$ cat config.mk
export PLATFORM = sky130hd
export DESIGN_NAME = tile_colour_gen
export DESIGN_NICKNAME = d
export VERILOG_FILES = /design/src/rtl/tcg_pkg.sv /design/src/rtl/tcg_addr_gen.sv /design/src/rtl/tcg_pix_mux.sv /design/src/rtl/tcg_fetch_seq.sv /design/src/rtl/tile_colour_gen.sv
export SDC_FILE = /design/constraint.sdc
export NUM_CORES = 1
export LEC_CHECK = 0
export BUFFER_PORTS_ARGS = -buffer_cell sky130_fd_sc_hd__buf_2
export CAP_MARGIN = 20
export CORE_MARGIN = 5
export CORE_UTILIZATION = 35
export CTS_CLUSTER_SIZE = 14
export DETAILED_ROUTE_END_ITERATION = 16
export SLEW_MARGIN = 30
export SYNTH_ARGS = -nofsm -noshare
export SYNTH_HDL_FRONTEND = slang
export SYNTH_HIERARCHICAL = 1
export SYNTH_SLANG_ARGS = --single-unit
export TNS_END_PERCENT = 20
$ cat constraint.sdc
create_clock -name clk -period 7.7 [get_ports clk]
set_input_delay 1.155 -clock clk [delete_from_list [all_inputs] [get_ports clk]]
set_output_delay 1.155 -clock clk [all_outputs]
set_load 0.01 [all_outputs]
$ cat src/rtl/tcg_pkg.sv
package tcg_pkg;
  localparam int ADDR_W    = 14;
  localparam int DATA_W    = 8;
  localparam int COLOR_W   = 4;
  localparam int CELL_PX   = 8;
  localparam int NARROW_PX = 6;
  localparam int COL_W     = 6;
  localparam int ROW_W     = 5;
  localparam int PROW_W    = 3;
  localparam int IDX_W     = 10;
  localparam int WIDE_COLS = 40;
  localparam int CNT_W     = 4;

  typedef enum logic [1:0] {
    MODE_T40 = 2'd0,
    MODE_T32 = 2'd1,
    MODE_GFX = 2'd2,
    MODE_MC  = 2'd3
  } mode_e;

  typedef enum logic [1:0] {
    PH_NAME = 2'd0,
    PH_PAT  = 2'd1,
    PH_COL  = 2'd2
  } phase_e;
endpackage

$ cat src/rtl/tcg_addr_gen.sv
module tcg_addr_gen
  import tcg_pkg::*;
(
  input  mode_e               mode,
  input  phase_e              phase,
  input  logic [3:0]          base_name,
  input  logic [7:0]          base_colour,
  input  logic [2:0]          base_pattern,
  input  logic [COL_W-1:0]    col,
  input  logic [ROW_W-1:0]    row,
  input  logic [PROW_W-1:0]   prow,
  input  logic [DATA_W-1:0]   code,
  output logic [ADDR_W-1:0]   addr
);
  logic [IDX_W-1:0]  idx;
  logic [1:0]        band;
  logic [ADDR_W-1:0] name_addr;
  logic [ADDR_W-1:0] pat_addr;
  logic [ADDR_W-1:0] col_addr;

  assign band = row[ROW_W-1:ROW_W-2];

  always_comb begin
    if (mode == MODE_T40)
      idx = IDX_W'(row) * IDX_W'(WIDE_COLS) + IDX_W'(col);
    else
      idx = {row, col[4:0]};
    name_addr = ADDR_W'({base_name, {IDX_W{1'b0}}}) + ADDR_W'(idx);
  end

  always_comb begin
    case (mode)
      MODE_GFX: pat_addr = {base_pattern[2], band & base_pattern[1:0], code, prow};
      MODE_MC:  pat_addr = {base_pattern, code, row[1:0], prow[2]};
      default:  pat_addr = {base_pattern, code, prow};
    endcase
    if (mode == MODE_GFX)
      col_addr = {base_colour[7], band & base_colour[6:5], code, prow};
    else
      col_addr = {base_colour, 1'b0, code[DATA_W-1:3]};
  end

  always_comb begin
    case (phase)
      PH_PAT:  addr = pat_addr;
      PH_COL:  addr = col_addr;
      default: addr = name_addr;
    endcase
  end
endmodule

$ cat src/rtl/tcg_pix_mux.sv
module tcg_pix_mux
  import tcg_pkg::*;
(
  input  mode_e                        mode,
  input  logic [DATA_W-1:0]            pat,
  input  logic [DATA_W-1:0]            colr,
  input  logic [DATA_W-1:0]            text_col,
  output logic [CELL_PX*COLOR_W-1:0]   colours,
  output logic [CELL_PX-1:0]           opaque,
  output logic [CNT_W-1:0]             count
);
  localparam int HALF_PX = CELL_PX / 2;

  genvar i;
  generate
    for (i = 0; i < CELL_PX; i++) begin : g_px
      logic             bit_on;
      logic [COLOR_W-1:0] c;
      assign bit_on = pat[DATA_W-1-i];
      always_comb begin
        case (mode)
          MODE_T40: c = (i < NARROW_PX) ? (bit_on ? text_col[7:4] : text_col[3:0]) : '0;
          MODE_MC:  c = (i < HALF_PX) ? pat[7:4] : pat[3:0];
          default:  c = bit_on ? colr[7:4] : colr[3:0];
        endcase
      end
      assign colours[i*COLOR_W +: COLOR_W] = c;
      assign opaque[i] = |c;
    end
  endgenerate

  assign count = (mode == MODE_T40) ? CNT_W'(NARROW_PX) : CNT_W'(CELL_PX);
endmodule

$ cat src/rtl/tcg_fetch_seq.sv
module tcg_fetch_seq
  import tcg_pkg::*;
(
  input  logic   clk,
  input  logic   rst_n,
  input  logic   start,
  input  logic   needs_colour,
  input  logic   ack,
  output logic   busy,
  output logic   req,
  output phase_e phase,
  output logic   load_cell,
  output logic   cap_name,
  output logic   cap_pat,
  output logic   cap_col,
  output logic   out_valid
);
  typedef enum logic [2:0] {S_IDLE, S_NAME, S_PAT, S_COL, S_OUT} state_e;
  state_e state_q, state_d;

  always_comb begin
    state_d = state_q;
    case (state_q)
      S_IDLE: if (start) state_d = S_NAME;
      S_NAME: if (ack) state_d = S_PAT;
      S_PAT:  if (ack) state_d = needs_colour ? S_COL : S_OUT;
      S_COL:  if (ack) state_d = S_OUT;
      S_OUT:  state_d = S_IDLE;
      default: state_d = S_IDLE;
    endcase
  end

  always_ff @(posedge clk or negedge rst_n) begin
    if (!rst_n) state_q <= S_IDLE;
    else        state_q <= state_d;
  end

  always_comb begin
    case (state_q)
      S_PAT:   phase = PH_PAT;
      S_COL:   phase = PH_COL;
      default: phase = PH_NAME;
    endcase
  end

  assign busy      = (state_q != S_IDLE);
  assign req       = (state_q == S_NAME) || (state_q == S_PAT) || (state_q == S_COL);
  assign load_cell = (state_q == S_IDLE) && start;
  assign cap_name  = (state_q == S_NAME) && ack;
  assign cap_pat   = (state_q == S_PAT) && ack;
  assign cap_col   = (state_q == S_COL) && ack;
  assign out_valid = (state_q == S_OUT);


  req_hold_chk: assert property (@(posedge clk) disable iff (!rst_n)
    req && !ack |=> req);

  valid_pulse_chk: assert property (@(posedge clk) disable iff (!rst_n)
    out_valid |=> !out_valid);

  start_busy_chk: assert property (@(posedge clk) disable iff (!rst_n)
    start && !busy |=> busy);
endmodule

$ cat src/rtl/tile_colour_gen.sv
module tile_colour_gen
  import tcg_pkg::*;
(
  input  logic                        clk,
  input  logic                        rst_n,
  input  logic                        cell_start,
  input  logic [1:0]                  disp_mode,
  input  logic [3:0]                  reg_name,
  input  logic [7:0]                  reg_colour,
  input  logic [2:0]                  reg_pattern,
  input  logic [7:0]                  reg_text_col,
  input  logic [COL_W-1:0]            cell_col,
  input  logic [ROW_W-1:0]            cell_row,
  input  logic [PROW_W-1:0]           pix_row,
  output logic                        cell_busy,
  output logic                        vram_rd_req,
  output logic [ADDR_W-1:0]           vram_addr,
  input  logic                        vram_rd_ack,
  input  logic [DATA_W-1:0]           vram_rd_data,
  output logic                        pix_valid,
  output logic [CNT_W-1:0]            pix_count,
  output logic [CELL_PX*COLOR_W-1:0]  pix_colour,
  output logic [CELL_PX-1:0]          pix_opaque
);
  mode_e              mode_q;
  logic [3:0]         name_q;
  logic [7:0]         colb_q;
  logic [2:0]         patb_q;
  logic [7:0]         text_q;
  logic [COL_W-1:0]   col_q;
  logic [ROW_W-1:0]   row_q;
  logic [PROW_W-1:0]  prow_q;
  logic [DATA_W-1:0]  code_q, pat_q, colr_q;

  phase_e phase;
  logic   load_cell, cap_name, cap_pat, cap_col, needs_colour;

  assign needs_colour = (mode_q == MODE_T32) || (mode_q == MODE_GFX);

  always_ff @(posedge clk or negedge rst_n) begin
    if (!rst_n) begin
      mode_q <= MODE_T40;
      name_q <= '0;
      colb_q <= '0;
      patb_q <= '0;
      text_q <= '0;
      col_q  <= '0;
      row_q  <= '0;
      prow_q <= '0;
    end else if (load_cell) begin
      mode_q <= mode_e'(disp_mode);
      name_q <= reg_name;
      colb_q <= reg_colour;
      patb_q <= reg_pattern;
      text_q <= reg_text_col;
      col_q  <= cell_col;
      row_q  <= cell_row;
      prow_q <= pix_row;
    end
  end

  always_ff @(posedge clk or negedge rst_n) begin
    if (!rst_n) begin
      code_q <= '0;
      pat_q  <= '0;
      colr_q <= '0;
    end else begin
      if (cap_name) code_q <= vram_rd_data;
      if (cap_pat)  pat_q  <= vram_rd_data;
      if (cap_col)  colr_q <= vram_rd_data;
    end
  end

  tcg_fetch_seq i_seq (
    .clk          (clk),
    .rst_n        (rst_n),
    .start        (cell_start),
    .needs_colour (needs_colour),
    .ack          (vram_rd_ack),
    .busy         (cell_busy),
    .req          (vram_rd_req),
    .phase        (phase),
    .load_cell    (load_cell),
    .cap_name     (cap_name),
    .cap_pat      (cap_pat),
    .cap_col      (cap_col),
    .out_valid    (pix_valid)
  );

  tcg_addr_gen i_addr (
    .mode         (mode_q),
    .phase        (phase),
    .base_name    (name_q),
    .base_colour  (colb_q),
    .base_pattern (patb_q),
    .col          (col_q),
    .row          (row_q),
    .prow         (prow_q),
    .code         (code_q),
    .addr         (vram_addr)
  );

  tcg_pix_mux i_pix (
    .mode     (mode_q),
    .pat      (pat_q),
    .colr     (colr_q),
    .text_col (text_q),
    .colours  (pix_colour),
    .opaque   (pix_opaque),
    .count    (pix_count)
  );


  addr_hold_chk: assert property (@(posedge clk) disable iff (!rst_n)
    vram_rd_req && !vram_rd_ack |=> $stable(vram_addr));

  narrow_lanes_chk: assert property (@(posedge clk) disable iff (!rst_n)
    pix_valid && (mode_q == MODE_T40) |-> (pix_opaque[7:6] == 2'b00) && (pix_count == CNT_W'(NARROW_PX)));
endmodule

* After elaboration in Yosys (flattened, before gate mapping)
Cells that the tools add are included.
** Word-level totals
- Bits in registers :: 66
- Input port bits :: 51
** Operators by class
- Add/sub/neg operators :: 2
- Multipliers :: 1
- Equality and inequality tests :: 13
- Multiplexer cells :: 34
- Bitwise gates (word level) :: 2
- Reduce and logical (&&, ||, !) cells :: 19
** Operators with widths (count)
- 4-bit one-hot mux with 2 select lines :: 8
- 4-bit 2-to-1 mux :: 15
- 4-bit OR reduction :: 8
- 14-bit one-hot mux with 2 select lines :: 1
- 13-bit one-hot mux with 2 select lines :: 1
- 3-bit 2-to-1 mux :: 5
- 14-bit by 10-bit adder with 14-bit output :: 1
- 13-bit 2-to-1 mux :: 1
- 3-bit one-hot mux with 4 select lines :: 1
- 10-bit by 6-bit adder with 10-bit output :: 1
- 10-bit 2-to-1 mux :: 1
- 2-bit inequality test (second input constant) :: 4
- 5-bit by 3-bit multiplier with 7-bit output (second input constant) :: 1
- 2-bit == test (second input constant) :: 3
- 3-bit by 2-bit == test with 1-bit output (second input constant) :: 2
- 2-bit AND :: 2
- 2-bit by 1-bit == test with 1-bit output (second input constant) :: 2
- 1-bit logical AND :: 4
- 2-bit one-hot mux with 2 select lines :: 1
- 4-bit AND reduction :: 1
- 3-bit by 1-bit == test with 1-bit output (second input constant) :: 1
- 3-bit == test (second input constant) :: 1
- 3-bit zero test :: 1
- 1-bit logical OR :: 3
- 2 further kinds :: 2

* Depth between registers and ports, before layout
- Depth in word-level cells :: 5
- Gate-level depth with buffers :: 9
- Depth with buffers taken out :: 8

* Cells and area by module
Netlist, hierarchy kept.
** Modules (own cells, without submodules)
- tile_colour_gen :: times used 1, cells an instance 134, area an instance 2388.5 sq um, seq. area each 1576.5 sq um
- tcg_pix_mux :: times used 1, cells an instance 164, area an instance 1251.2 sq um, seq. area each 0.0 sq um
- tcg_addr_gen :: times used 1, cells an instance 127, area an instance 947.2 sq um, seq. area each 0.0 sq um
- tcg_fetch_seq :: times used 1, cells an instance 25, area an instance 222.7 sq um, seq. area each 75.1 sq um

* Worst setup path before layout
No wires, ideal clock.
- Path kind :: reg2out
- From :: register row_q[1]
- To :: output port vram_addr[9]
- Data arrival time :: 2.228 ns
- Data required time :: 6.545 ns
- Path slack :: 4.317 ns
- Cell stages (with the launch flop) :: 9
- Cells stage by stage :: dfrtp_1 -> ha_1 -> ha_1 -> fa_1 -> nand2_1 -> a21o_1 -> a311o_1 -> mux2i_1 -> nor3_2
** On the way
- Longest elaborated chain between the ends :: 5
** RTL lines
- start, declared :: line tile_colour_gen.sv:31 : logic [ROW_W-1:0] row_q;
- start signal, assigned :: line tile_colour_gen.sv:57 : row_q <= cell_row;
- 5-bit by 3-bit multiplier with 7-bit output :: line tcg_addr_gen.sv:25 : idx = IDX_W'(row) * IDX_W'(WIDE_COLS) + IDX_W'(col);
- 10-bit by 6-bit adder with 10-bit output :: line tcg_addr_gen.sv:25
- 10-bit 2-to-1 mux * :: line tcg_addr_gen.sv:24 : if (mode == MODE_T40)
- 14-bit by 10-bit adder with 14-bit output * :: line tcg_addr_gen.sv:28 : name_addr = ADDR_W'({base_name, {IDX_W{1'b0}}}) + ADDR_W'(idx);
- 14-bit one-hot mux with 2 select lines * :: line tcg_addr_gen.sv:44 : case (phase)
- end, declared :: line tile_colour_gen.sv:17 : output logic [ADDR_W-1:0] vram_addr,
Mark *: on every way between the ends. The rest lies on a longest branch, timed or not.

* Final worst setup path
- From :: register i_seq.state_q[0]
- To :: output port vram_addr[9]
** On the way
- Longest elaborated chain between the ends :: 4
- Elaborated cells on any way between the ends :: 6
** RTL lines
- start, declared :: line tcg_fetch_seq.sv:19 : state_e state_q, state_d;
- start signal, assigned :: line tcg_fetch_seq.sv:35 : else state_q <= state_d;
- 3-bit by 2-bit == test with 1-bit output :: line tcg_fetch_seq.sv:39 : case (state_q)
- 2-bit one-hot mux with 2 select lines * :: line tcg_fetch_seq.sv:39
- via phase[0] :: line tile_colour_gen.sv:35 : phase_e phase;
- 2-bit == test or 2-bit by 1-bit == test with 1-bit output (tied branches) :: line tcg_addr_gen.sv:44
- 14-bit one-hot mux with 2 select lines * :: line tcg_addr_gen.sv:44
Mark *: on every way through the listed nets, which the timed path passes. The rest lies on a longest branch.

==> impl_metrics.tcl <==
set metrics [dict create \
    outcome "finished clean" \
    track_usage 0.159 \
    nets 606 \
    fin_setup_tns_ps 0 \
    cts_setup_buffers 0 \
    fin_crit_ps 4080 \
    r2r_setup_slack_ps 5430 \
    n_antenna_cell 0 \
    synth_edf_count 0 \
    dr.pass1.iters 4 \
    min_to "col_q[0]" \
    ioPinCount 112 \
    initial_core_util 0.360 \
    vias_per_cell 5.33 \
    cts_tree "done" \
    post-route-period-util 0.530 \
    required_ps 6550 \
    reg2reg_to "colb_q[7]" \
    ys_types 56 \
    ys_warn_count 6 \
    syn_avg_cell_area_sq_um 10.7 \
    grt_max_degree 67 \
    syn-num-nets 516 \
    min_path_cells 1 \
    r2r_cells 4 \
    die_x_microns 127 \
    multi_input_area_sq_mm 0.00288 \
    worstSetupEndpointType "primary output" \
    ctsLongestPathBuffers 2 \
    place_congestion 0.894 \
    routed_wirelength_microns 12600 \
    drc_errors 0 \
    drt-initial-drc-count 201 \
    cts_repair_resize_count 0 \
    htreeDepth 3 \
    fill_cells 1344 \
    drtAntennaViolNets 0 \
    ys_async_sr_fraction 1.00 \
    grt_first_pass_wirelength_microns 20500 \
    grt_pass1_vias 3834 \
    die-area_sq_mm 0.0162 \
    hp-start "col_q[0]" \
    finalMaxSlewViolations 0 \
    r2r_start "i_seq/state_q[1]" \
    syn_area_sq_mm 0.00481 \
    seqCellArea_sq_mm 0.00165 \
    cts.clk_slew.worst_paths_ps 50 \
    fp.dieH_microns 127 \
    hold_path_class "reg2reg" \
    port_buffers 110 \
    setup_ws_ps 3620 \
    synth_top_flop_cell "dfrtp_1" \
    num_rows 42 \
    critical_path_class "reg2out" \
    finClkSkew_ps 4.10 \
    dp_hpwl_microns 9620 \
    cp_data_arrival_time_ps 2930 \
    setup_viol 0 \
    ys_ff_latch 66 \
    startpoint_type "register" \
    report.final.hold_viol_count 0 \
    fmax_mhz 245 \
    overflow 0 \
    maxSlewHeadroom 0.430 \
    ys_seq_area_frac 0.343 \
    worst_pin_slew_ps 855 \
    cts_buffers 9 \
    wl_per_cell_microns 17.4 \
    antenna_found_initial 0 \
    drive_gt1_frac 0.437 \
    area_delta_synth_final_pct 18.6 \
    holdWs_ps 507 \
    crit_fanout 30 \
    coreArea_sq_mm 0.0133 \
    cts_sinks 66 \
    rsz0062_at_grt "false" \
    pre_cts_slack_ps 3990 \
    clock_latency_ps 330 \
    netlist_instances 450 \
    holdBufCountCts 0 \
    cts.root.buffer_cell "clkbuf_16" \
    max-cap-violations 0 \
    vias 3845 \
]
layout make-up:
type / instances / area share
multi-input combinational: 334 / 0.504
sequential: 66 / 0.290
timing repair buffer: 115 / 0.104
clock buffer: 11 / 0.0408
tap: 176 / 0.0386
clock inverter: 5 / 0.0138
inverter: 14 / 0.00921
cells by family (layout without fill, tap and decap cells):
family | Yosys count | in the layout | share of synthesized area
multiplexers | 132 | 132 | 0.316
AO/OA/AOI/OAI | 108 | 108 | 0.146
AND/OR/NAND/NOR | 73 | 73 | 0.0820
flip-flops | 66 | 66 | 0.343
buffers and inverters | 50 | 145 | 0.0609
adder cells (fa/ha/maj) | 15 | 15 | 0.0421
XOR/XNOR | 5 | 5 | 0.00911
other | 1 | 1 | 0.000780
per-layer routing:
metal | vias to the layer above | share of wire | GRT usage
li1 | 1824 | - | -
met1 | 1866 | 0.45 | 0.208
met2 | 139 | 0.46 | 0.257
met3 | 16 | 0.070 | 0.0413
met4 | 0 | 0.017 | 0.0517
met5 | - | 0 | 0
per-stage QoR:
| stage | std cells | utilization | area (sq um) |
|---|---|---|---|
| finish | 721 | 0.427 | 5700 |
| global route | 721 | 0.427 | 5700 |
| CTS | 721 | 0.427 | 5700 |
| detailed placement | 705 | 0.404 | 5390 |
| global placement | 705 | 0.403 | 5380 |
| floorplan | 450 | - | 4810 |
how the worst max path moves through the flow:
stage | from | to | slack [ps]
after global routing | i_seq/state_q[2] | vram_addr[9] | 3340
after global placement | i_seq/state_q[2] | vram_addr[9] | 4040
after floorplan | row_q[1] | vram_addr[9] | 4320
final | i_seq/state_q[0] | vram_addr[9] | 3620
after CTS | i_seq/state_q[2] | vram_addr[9] | 3600
after detailed placement | i_seq/state_q[2] | vram_addr[9] | 3990
sequential cells by signal (all words and copies together), names as in the netlist:
name           count
text_q             8
name_q             4
i_seq/state_q      3
mode_q             2
col_q              6
code_q             8
prow_q             3
patb_q             3
pat_q              8
colr_q             8
row_q              5
colb_q             8
cell usage in the layout, fill, tap and decap left out, drive strengths merged, types with 4 or more instances in the layout:
| master | Yosys | layout |
|---|---|---|
| buf | 28 | 115 |
| mux2 | 93 | 93 |
| dfrtp | 66 | 66 |
| a21oi | 45 | 45 |
| mux2i | 39 | 39 |
| nand2 | 30 | 30 |
| o21ai | 23 | 23 |
| inv | 14 | 14 |
| ha | 13 | 13 |
| clkbuf | 8 | 11 |
| nor2 | 10 | 10 |
| nand2b | 10 | 10 |
| a21o | 9 | 9 |
| or4 | 8 | 8 |
| a221oi | 7 | 7 |
| o2bb2ai | 5 | 5 |
| nor3 | 4 | 4 |
critical path, stage by stage (launching register included):
cell and delay, ps:
dfrtp_1 500, nor3b_1 330, inv_1 80, ha_1 860, nand2b_1 160, a311o_1 310
mux2i_1 170, nor3_2 60, buf_2 140
synthesized netlist by cell type, drive strengths merged, types with 2 or more instances:
| cell | n | share of area |
|---|---|---|
| mux2 | 93 | 0.23 |
| a22o | 2 | 0.0036 |
| nor2b | 2 | 0.0031 |
| inv | 14 | 0.011 |
| mux2i | 39 | 0.081 |
| a221oi | 7 | 0.018 |
| ha | 13 | 0.034 |
| buf | 28 | 0.043 |
| nand2 | 30 | 0.023 |
| o2bb2ai | 5 | 0.0091 |
| o21ai | 23 | 0.024 |
| clkbuf | 8 | 0.0065 |
| a21oi | 45 | 0.048 |
| nand2b | 10 | 0.016 |
| xnor2 | 3 | 0.0055 |
| a211oi | 2 | 0.0031 |
| nor3b | 3 | 0.0047 |
| dfrtp | 66 | 0.34 |
| xor2 | 2 | 0.0036 |
| a21o | 9 | 0.015 |
| a22oi | 2 | 0.0042 |
| a21boi | 3 | 0.0047 |
| or4 | 8 | 0.012 |
| nor3 | 4 | 0.0052 |
| fa | 2 | 0.0083 |
| a31oi | 3 | 0.0039 |
| nor2 | 10 | 0.0078 |
Power is not shown: default switching activity piles up to over one toggle a cycle in this logic, so the estimate is an artifact.
